$ cat config.mk
export PLATFORM = sky130hd
export DESIGN_NAME = batt_test_sched
export DESIGN_NICKNAME = d
export VERILOG_FILES = /design/src/rtl/bts_pkg.sv /design/src/rtl/bts_countdown.sv /design/src/rtl/bts_detach_monitor.sv /design/src/rtl/batt_test_sched.sv
export SDC_FILE = /design/constraint.sdc
export NUM_CORES = 1
export LEC_CHECK = 0
export ABC_CLOCK_PERIOD_IN_PS = 2300
export BUFFER_PORTS_ARGS = -buffer_cell sky130_fd_sc_hd__buf_2
export CORE_UTILIZATION = 35
export CTS_CLUSTER_SIZE = 12
export DETAILED_ROUTE_END_ITERATION = 10
export PLACE_DENSITY = 0.56
export SLEW_MARGIN = 30
export SYNTH_ARGS = -nofsm -noshare
export SYNTH_HDL_FRONTEND = slang
export SYNTH_HIERARCHICAL = 1
export SYNTH_SLANG_ARGS = --single-unit
$ cat constraint.sdc
create_clock -name clk -period 2.3 [get_ports clk]
set_input_delay 0.115 -clock clk [delete_from_list [all_inputs] [get_ports clk]]
set_output_delay 0.115 -clock clk [all_outputs]
set_load 0.1 [all_outputs]
$ cat src/rtl/bts_pkg.sv
// Shared definitions for the battery load test scheduler.
// Assumes: all intervals are positive cycle counts.
package bts_pkg;

    typedef enum logic [1:0] {
        ST_OFF   = 2'd0,   // main power not good, scheduling stopped
        ST_WAIT  = 2'd1,   // counting down to the next load pulse
        ST_PULSE = 2'd2    // test load applied
    } bts_state_e;

    // Largest of four cycle counts, used to size the shared interval counter.
    function automatic int max4(input int a, input int b, input int c, input int d);
        int m;
        m = a;
        if (b > m) m = b;
        if (c > m) m = c;
        if (d > m) m = d;
        return m;
    endfunction

endpackage

$ cat src/rtl/bts_countdown.sv
// Loadable down-counter that stops at zero.
// What it does: a load takes priority over counting. zero is 1 while the
// count is 0.
// Assumes: load_val is smaller than 2**CNT_W.
module bts_countdown #(
    parameter int CNT_W = 8
) (
    input  logic             clk,
    input  logic             rst_n,
    input  logic             load,
    input  logic [CNT_W-1:0] load_val,
    output logic             zero
);

    logic [CNT_W-1:0] cnt;

    // Count held in this register; load wins, otherwise step down to zero.
    always_ff @(posedge clk) begin
        if (!rst_n)
            cnt <= '0;
        else if (load)
            cnt <= load_val;
        else if (cnt != '0)
            cnt <= cnt - 1'b1;
    end

    assign zero = (cnt == '0);

endmodule

$ cat src/rtl/bts_detach_monitor.sv
// Measures how long the battery has been absent and flags a qualifying swap.
// What it does: repl_evt is 1 in the cycle where batt_present is sampled
// high after at least MIN_DETACH consecutive absent samples.
// Assumes: batt_present is already synchronous to clk.
module bts_detach_monitor #(
    parameter int MIN_DETACH = 56,
    parameter int ABS_W      = $clog2(MIN_DETACH + 1)
) (
    input  logic clk,
    input  logic rst_n,
    input  logic batt_present,
    output logic repl_evt
);

    localparam logic [ABS_W-1:0] ABS_SAT = ABS_W'(MIN_DETACH);

    logic [ABS_W-1:0] absent_cnt;

    // Count absent samples and saturate at the threshold; clear once a cell is back.
    always_ff @(posedge clk) begin
        if (!rst_n)
            absent_cnt <= '0;
        else if (batt_present)
            absent_cnt <= '0;
        else if (absent_cnt != ABS_SAT)
            absent_cnt <= absent_cnt + 1'b1;
    end

    assign repl_evt = batt_present && (absent_cnt == ABS_SAT);

endmodule

$ cat src/rtl/batt_test_sched.sv
// Periodic loaded-battery test scheduler with a latched active-low warning.
// What it does: after power is good it waits REC_DELAY cycles and then
// pulses load_en for PULSE_LEN cycles. Pulses then repeat every
// NORMAL_PERIOD idle cycles, or every WARN_PERIOD cycles while the warning
// is set. The warning is updated only at the end of a completed pulse: it
// sets on a failed test and clears on a passing test that is the first test
// after a power-up or that follows a swap with a long enough detach.
// Assumes: inputs are synchronous to clk and every interval parameter is >= 1.
module batt_test_sched
    import bts_pkg::*;
#(
    parameter int REC_DELAY     = 20,
    parameter int PULSE_LEN     = 8,
    parameter int NORMAL_PERIOD = 200,
    parameter int WARN_PERIOD   = 40,
    parameter int MIN_DETACH    = 56
) (
    input  logic clk,
    input  logic rst_n,
    input  logic pwr_good,
    input  logic batt_low,
    input  logic batt_present,
    output logic load_en,
    output logic warn_n
);

    localparam int MAX_T = max4(REC_DELAY, PULSE_LEN, NORMAL_PERIOD, WARN_PERIOD);
    localparam int CW    = $clog2(MAX_T + 1);

    localparam logic [CW-1:0] LD_REC  = CW'(REC_DELAY - 1);
    localparam logic [CW-1:0] LD_PULS = CW'(PULSE_LEN - 1);
    localparam logic [CW-1:0] LD_NORM = CW'(NORMAL_PERIOD - 1);
    localparam logic [CW-1:0] LD_WARN = CW'(WARN_PERIOD - 1);

    bts_state_e       state;
    logic             tmr_load;
    logic [CW-1:0]    tmr_val;
    logic             tmr_zero;
    logic             repl_evt;
    logic             fail_acc;     // batt_low seen earlier in this pulse
    logic             warn;         // latched warning, active high inside
    logic             pu_pending;   // no test has completed since power-up
    logic             repl_ok;      // a qualifying swap since the last test
    logic             pulse_done;
    logic             test_fail;
    logic             warn_next;

    bts_countdown #(.CNT_W(CW)) u_timer (
        .clk      (clk),
        .rst_n    (rst_n),
        .load     (tmr_load),
        .load_val (tmr_val),
        .zero     (tmr_zero)
    );

    bts_detach_monitor #(.MIN_DETACH(MIN_DETACH)) u_detach (
        .clk          (clk),
        .rst_n        (rst_n),
        .batt_present (batt_present),
        .repl_evt     (repl_evt)
    );

    // Test verdict and the warning value it would leave at the end of this pulse.
    always_comb begin
        pulse_done = (state == ST_PULSE) && pwr_good && tmr_zero;
        test_fail  = fail_acc || batt_low;
        if (test_fail)
            warn_next = 1'b1;
        else if (pu_pending || repl_ok)
            warn_next = 1'b0;
        else
            warn_next = warn;
    end

    // Interval timer reload for each state change.
    always_comb begin
        tmr_load = 1'b0;
        tmr_val  = '0;
        unique case (state)
            ST_OFF: begin
                if (pwr_good) begin
                    tmr_load = 1'b1;
                    tmr_val  = LD_REC;
                end
            end
            ST_WAIT: begin
                if (pwr_good && tmr_zero) begin
                    tmr_load = 1'b1;
                    tmr_val  = LD_PULS;
                end
            end
            ST_PULSE: begin
                if (pulse_done) begin
                    tmr_load = 1'b1;
                    tmr_val  = warn_next ? LD_WARN : LD_NORM;
                end
            end
            default: ;
        endcase
    end

    // Scheduler state: power loss always returns to OFF.
    always_ff @(posedge clk) begin
        if (!rst_n)
            state <= ST_OFF;
        else if (!pwr_good)
            state <= ST_OFF;
        else begin
            unique case (state)
                ST_OFF:   state <= ST_WAIT;
                ST_WAIT:  if (tmr_zero) state <= ST_PULSE;
                ST_PULSE: if (tmr_zero) state <= ST_WAIT;
                default:  state <= ST_OFF;
            endcase
        end
    end

    // Record any low comparator sample during the load pulse.
    always_ff @(posedge clk) begin
        if (!rst_n)
            fail_acc <= 1'b0;
        else if (state != ST_PULSE)
            fail_acc <= 1'b0;
        else
            fail_acc <= fail_acc || batt_low;
    end

    // Latched warning, updated only when a pulse completes.
    always_ff @(posedge clk) begin
        if (!rst_n)
            warn <= 1'b0;
        else if (pulse_done)
            warn <= warn_next;
    end

    // Mark the first test after each power-up.
    always_ff @(posedge clk) begin
        if (!rst_n)
            pu_pending <= 1'b0;
        else if (state == ST_OFF && pwr_good)
            pu_pending <= 1'b1;
        else if (pulse_done)
            pu_pending <= 1'b0;
    end

    // Qualifying swap flag: set by the detach monitor, consumed by the next test.
    always_ff @(posedge clk) begin
        if (!rst_n)
            repl_ok <= 1'b0;
        else if (repl_evt)
            repl_ok <= 1'b1;
        else if (pulse_done)
            repl_ok <= 1'b0;
    end

    assign load_en = (state == ST_PULSE);
    assign warn_n  = ~warn;

endmodule

==> impl_metrics.json <==
{
  "drc": 0,
  "grt.overflow.total": 0,
  "max_clock_freq_mhz": 486,
  "dpl-instance-area_mm2": 0.00110,
  "num-nets-final": 134,
  "die_w_um": 56.8,
  "worst_ep_required_time_ns": 2.51,
  "netSwitchingPower_w": 0.000460,
  "power.static_leakage_nw": 0.438,
  "cts-buffers-inserted": 3,
  "worstPathBufferInverterCount": 2,
  "max-cap-violations": 0,
  "drtIter0Drc": 9,
  "synth_compound_area_share_pct": 15.9,
  "synth_enable_flop_cells": 0,
  "port_buffers": 6,
  "yosys.area.top_type": "sky130_fd_sc_hd__dfxtp_1",
  "final.setup.tns_ns": 0,
  "postRouteAntennaNets": 0,
  "finalWorstPathRequiredPeriod_ns": 2.06,
  "synth_warnings": 6,
  "share_clk_of_total_power_pct": 16.4,
  "r2r_cells": 8,
  "timing_worst_setup_path_type": "flip-flop to flip-flop",
  "net_switching_fraction_of_the_power_pct": 38.0,
  "top_layer": "met4",
  "longest_clk_path_bufs": 2,
  "slowest_stage": "sky130_fd_sc_hd__dfxtp_1",
  "cp_top_family": "simple AND/OR/NAND/NOR gates",
  "synth_simple_gate_area_share_pct": 29.4,
  "critical_path_peak_fanout": 9,
  "post_drt_wl_per_cell_um": 11.6,
  "num_io_pins": 7,
  "detail_route.wirelength.met1_um": 934,
  "num_rows": 19,
  "core_area_mm2": 0.00281,
  "power-per-cell-area_mw_per_mm2": 1060,
  "cts-resized-gates": 0,
  "worst_skew_pair.late_latency_ns": 0.29,
  "synth.area.mux_share_pct": 0.951,
  "vias_per_inst": 5.12,
  "hold-path-cell-count": 3,
  "internal_power_w": 0.000749,
  "post_synth_xor_area_fraction_pct": 6.66,
  "combinationalPowerShare_pct": 42.6,
  "synth-seq-cells": 20,
  "post-synth-top-area-fraction_pct": 38.0,
  "mappedNetlistArea_mm2": 0.00105,
  "synth_seq_area_share_pct": 38.0,
  "timing.final.max_slew_violations": 0,
  "cts_post_setup_buffers_inserted": 0,
  "final.setup_skew_ns": 0.0131,
  "post-place-cells": 152,
  "routed-wl-met3_um": 32,
  "run_status": "finished clean",
  "final-setup-viol-count": 0,
  "initial_utilization_pct": 37.5,
  "critical_path.endpoint_type": "flip-flop",
  "post-dp-hpwl_mm": 1.36,
  "arrival_time_of_the_worst_setup_path_ns": 2.26,
  "drtPass1Iterations": 2,
  "synth_fa_ha_area_share_pct": 3.57,
  "cts.root.buffer_cell": "sky130_fd_sc_hd__clkbuf_4",
  "syn_avg_cell_area_um2": 8.99,
  "finalCritPeriodShare_pct": 89.4,
  "synth_top_family_by_area": "simple AND/OR/NAND/NOR gates",
  "hold_buffers": 0,
  "post_synth_num_cell_types": 39,
  "power.ir.vdd_worst_mv": 0.378,
  "sequential_cell_fraction_of_total_power_pct": 41.0,
  "timing.rr.start": "u_timer/cnt[0]",
  "cts_num_sinks": 20,
  "first_pass_grt_wire_length_mm": 3.35,
  "finish.cell_count_without_fillers": 156,
  "grt_setup_unrepaired": "false",
  "detail_route.wirelength_mm": 1.80,
  "synth.top_cells.by_count": "sky130_fd_sc_hd__dfxtp_1 (20), sky130_fd_sc_hd__nand3_1 (10), sky130_fd_sc_hd__nand2_1 (8)",
  "place_congestion": 0.737,
  "fin_area_mm2": 0.00114,
  "clkTransAtPathRegs_ns": 0.12,
  "start_kind": "flip-flop",
  "synthToLayoutAreaGrowth_pct": 8.44,
  "gate_count_after_technology_mapping": 117,
  "dp_worst_setup_slack_ns": 0.281,
  "grt_util_all_layers_pct": 13.2,
  "worstHoldStart": "pwr_good",
  "whs_endpoint": "state[1]",
  "async_flop_share_pct": 0,
  "synthTopCellsByArea": "sky130_fd_sc_hd__dfxtp_1 (38%), sky130_fd_sc_hd__nand3_1 (4.8%), sky130_fd_sc_hd__ha_1 (3.6%)",
  "postLayoutSetupSlackWorst_ns": 0.244,
  "met2_length_um": 823,
  "timing.critical_path.cells": "inv_1 > ha_1 > and4bb_1 > and3_1 > or2_1 > inv_1 > nand2_1 > o31ai_1",
  "hold_violations": 0,
  "post-synth-top-count-cell": "sky130_fd_sc_hd__dfxtp_1",
  "number_of_antenna_cells_inserted": 0,
  "clock_tree_from_tritoncts": "done",
  "antenna_found_initial": 0,
  "depth_of_the_cts_h_tree": 1,
  "fp.dieArea_mm2": 0.00323,
  "grt_pass1_vias": 773,
  "worstReg2RegEnd": "u_timer/cnt[5]",
  "crit_path_max_incr_delay_ns": 0.39,
  "largest_net_degree_at_the_start_of_global_routing": 18,
  "min-delay-path-class": "primary input to flip-flop",
  "regToRegSetupSlack_ns": 0.24,
  "die_height_um": 56.8,
  "worst_path_most_repeated_cell": "sky130_fd_sc_hd__inv_1",
  "synth_nets": 125,
  "synth_flop_cell": "sky130_fd_sc_hd__dfxtp_1",
  "route.vias.total": 798,
  "post_route_cells_drive_above_1_share_pct": 15.2
}
-- power by group through the flow --
stage | combinational [W] | sequential [W] | clock, W
finish | 0.000515 | 0.000495 | 0.000198
global placement | 0.000512 | 0.000502 | 0
global route | 0.000578 | 0.000507 | 0.000227
floorplan | 0.000446 | 0.000486 | 0
CTS | 0.000522 | 0.000495 | 0.000207
detailed placement | 0.000519 | 0.000503 | 0
-- per-layer routing --
layer	vias to the layer above	GRT usage (%)
met5	-	0
met4	0	4.18
met3	2	2.76
met2	4	21.4
met1	364	17.4
li1	428	-
-- flip-flops by register name, summed over array words and instances (netlist names) --
signal and count:
warn 1, pu_pending 1, state 2, repl_ok 1
fail_acc 1, u_detach/absent_cnt 6, u_timer/cnt 8
-- worst max path at each step --
stage / slack, ns / depth (start not counted) / startpoint / end
after floorplan: 0.26 / 9 / u_timer/cnt[0] / u_timer/cnt[3]
after global routing: 0.10 / 8 / u_timer/cnt[0] / u_timer/cnt[3]
final: 0.24 / 8 / u_timer/cnt[0] / u_timer/cnt[5]
after CTS: 0.25 / 8 / u_timer/cnt[0] / u_timer/cnt[3]
after detailed placement: 0.28 / 8 / u_timer/cnt[0] / u_timer/cnt[5]
after global placement: 0.39 / 8 / u_timer/cnt[0] / u_timer/cnt[3]
-- cells in the final DEF (no fill, tap or decap), types with 4 or more instances in the layout --
| master | n |
|---|---|
| sky130_fd_sc_hd__inv_1 | 6 |
| sky130_fd_sc_hd__nor2_1 | 7 |
| sky130_fd_sc_hd__dfxtp_1 | 20 |
| sky130_fd_sc_hd__nand2_1 | 8 |
| sky130_fd_sc_hd__xor2_1 | 4 |
| sky130_fd_sc_hd__o21ai_0 | 4 |
| sky130_fd_sc_hd__buf_2 | 6 |
| sky130_fd_sc_hd__nand3_1 | 10 |
| sky130_fd_sc_hd__a21oi_1 | 6 |
| sky130_fd_sc_hd__o31ai_1 | 4 |
| sky130_fd_sc_hd__nor2b_1 | 5 |
| sky130_fd_sc_hd__xnor2_1 | 4 |
-- metrics by stage --
stage	util, %	hold WS [ns]	total power [W]
floorplan	-	0.243	0.000932
global placement	39.4	0.409	0.00101
detailed placement	39.4	0.416	0.00102
CTS	40.7	0.0979	0.00122
global route	40.7	0.0997	0.00131
finish	40.7	0.114	0.00121
-- tightest hold or removal path: cells and delay by family --
kind	cells	cell delay (ns)
and+or+nand+nor	1	0.08
buffers and inverters	1	0.12
AOI/OAI and AO/OA	1	0.04
-- final cells by class --
type                            count  area (um2)
Fill cell                         295        1660
Timing Repair Buffer                8        45.0
Sequential cell                    20         400
Inverter                            6        22.5
Multi-Input combinational cell     87         598
Tap cell                           31        38.8
Clock buffer                        4        36.3
-- kinds of logic (layout without fill, tap and decap cells) --
family,Yosys count,after routing
buffers and inverters,10,18
other,1,1
adders and majority gates,3,3
and+or+nand+nor,49,49
xor gates and xnor gates,8,8
muxes,1,1
DFF,20,20
AOI/OAI and AO/OA,25,25
Note: power is estimated with default switching activity, not from simulation.
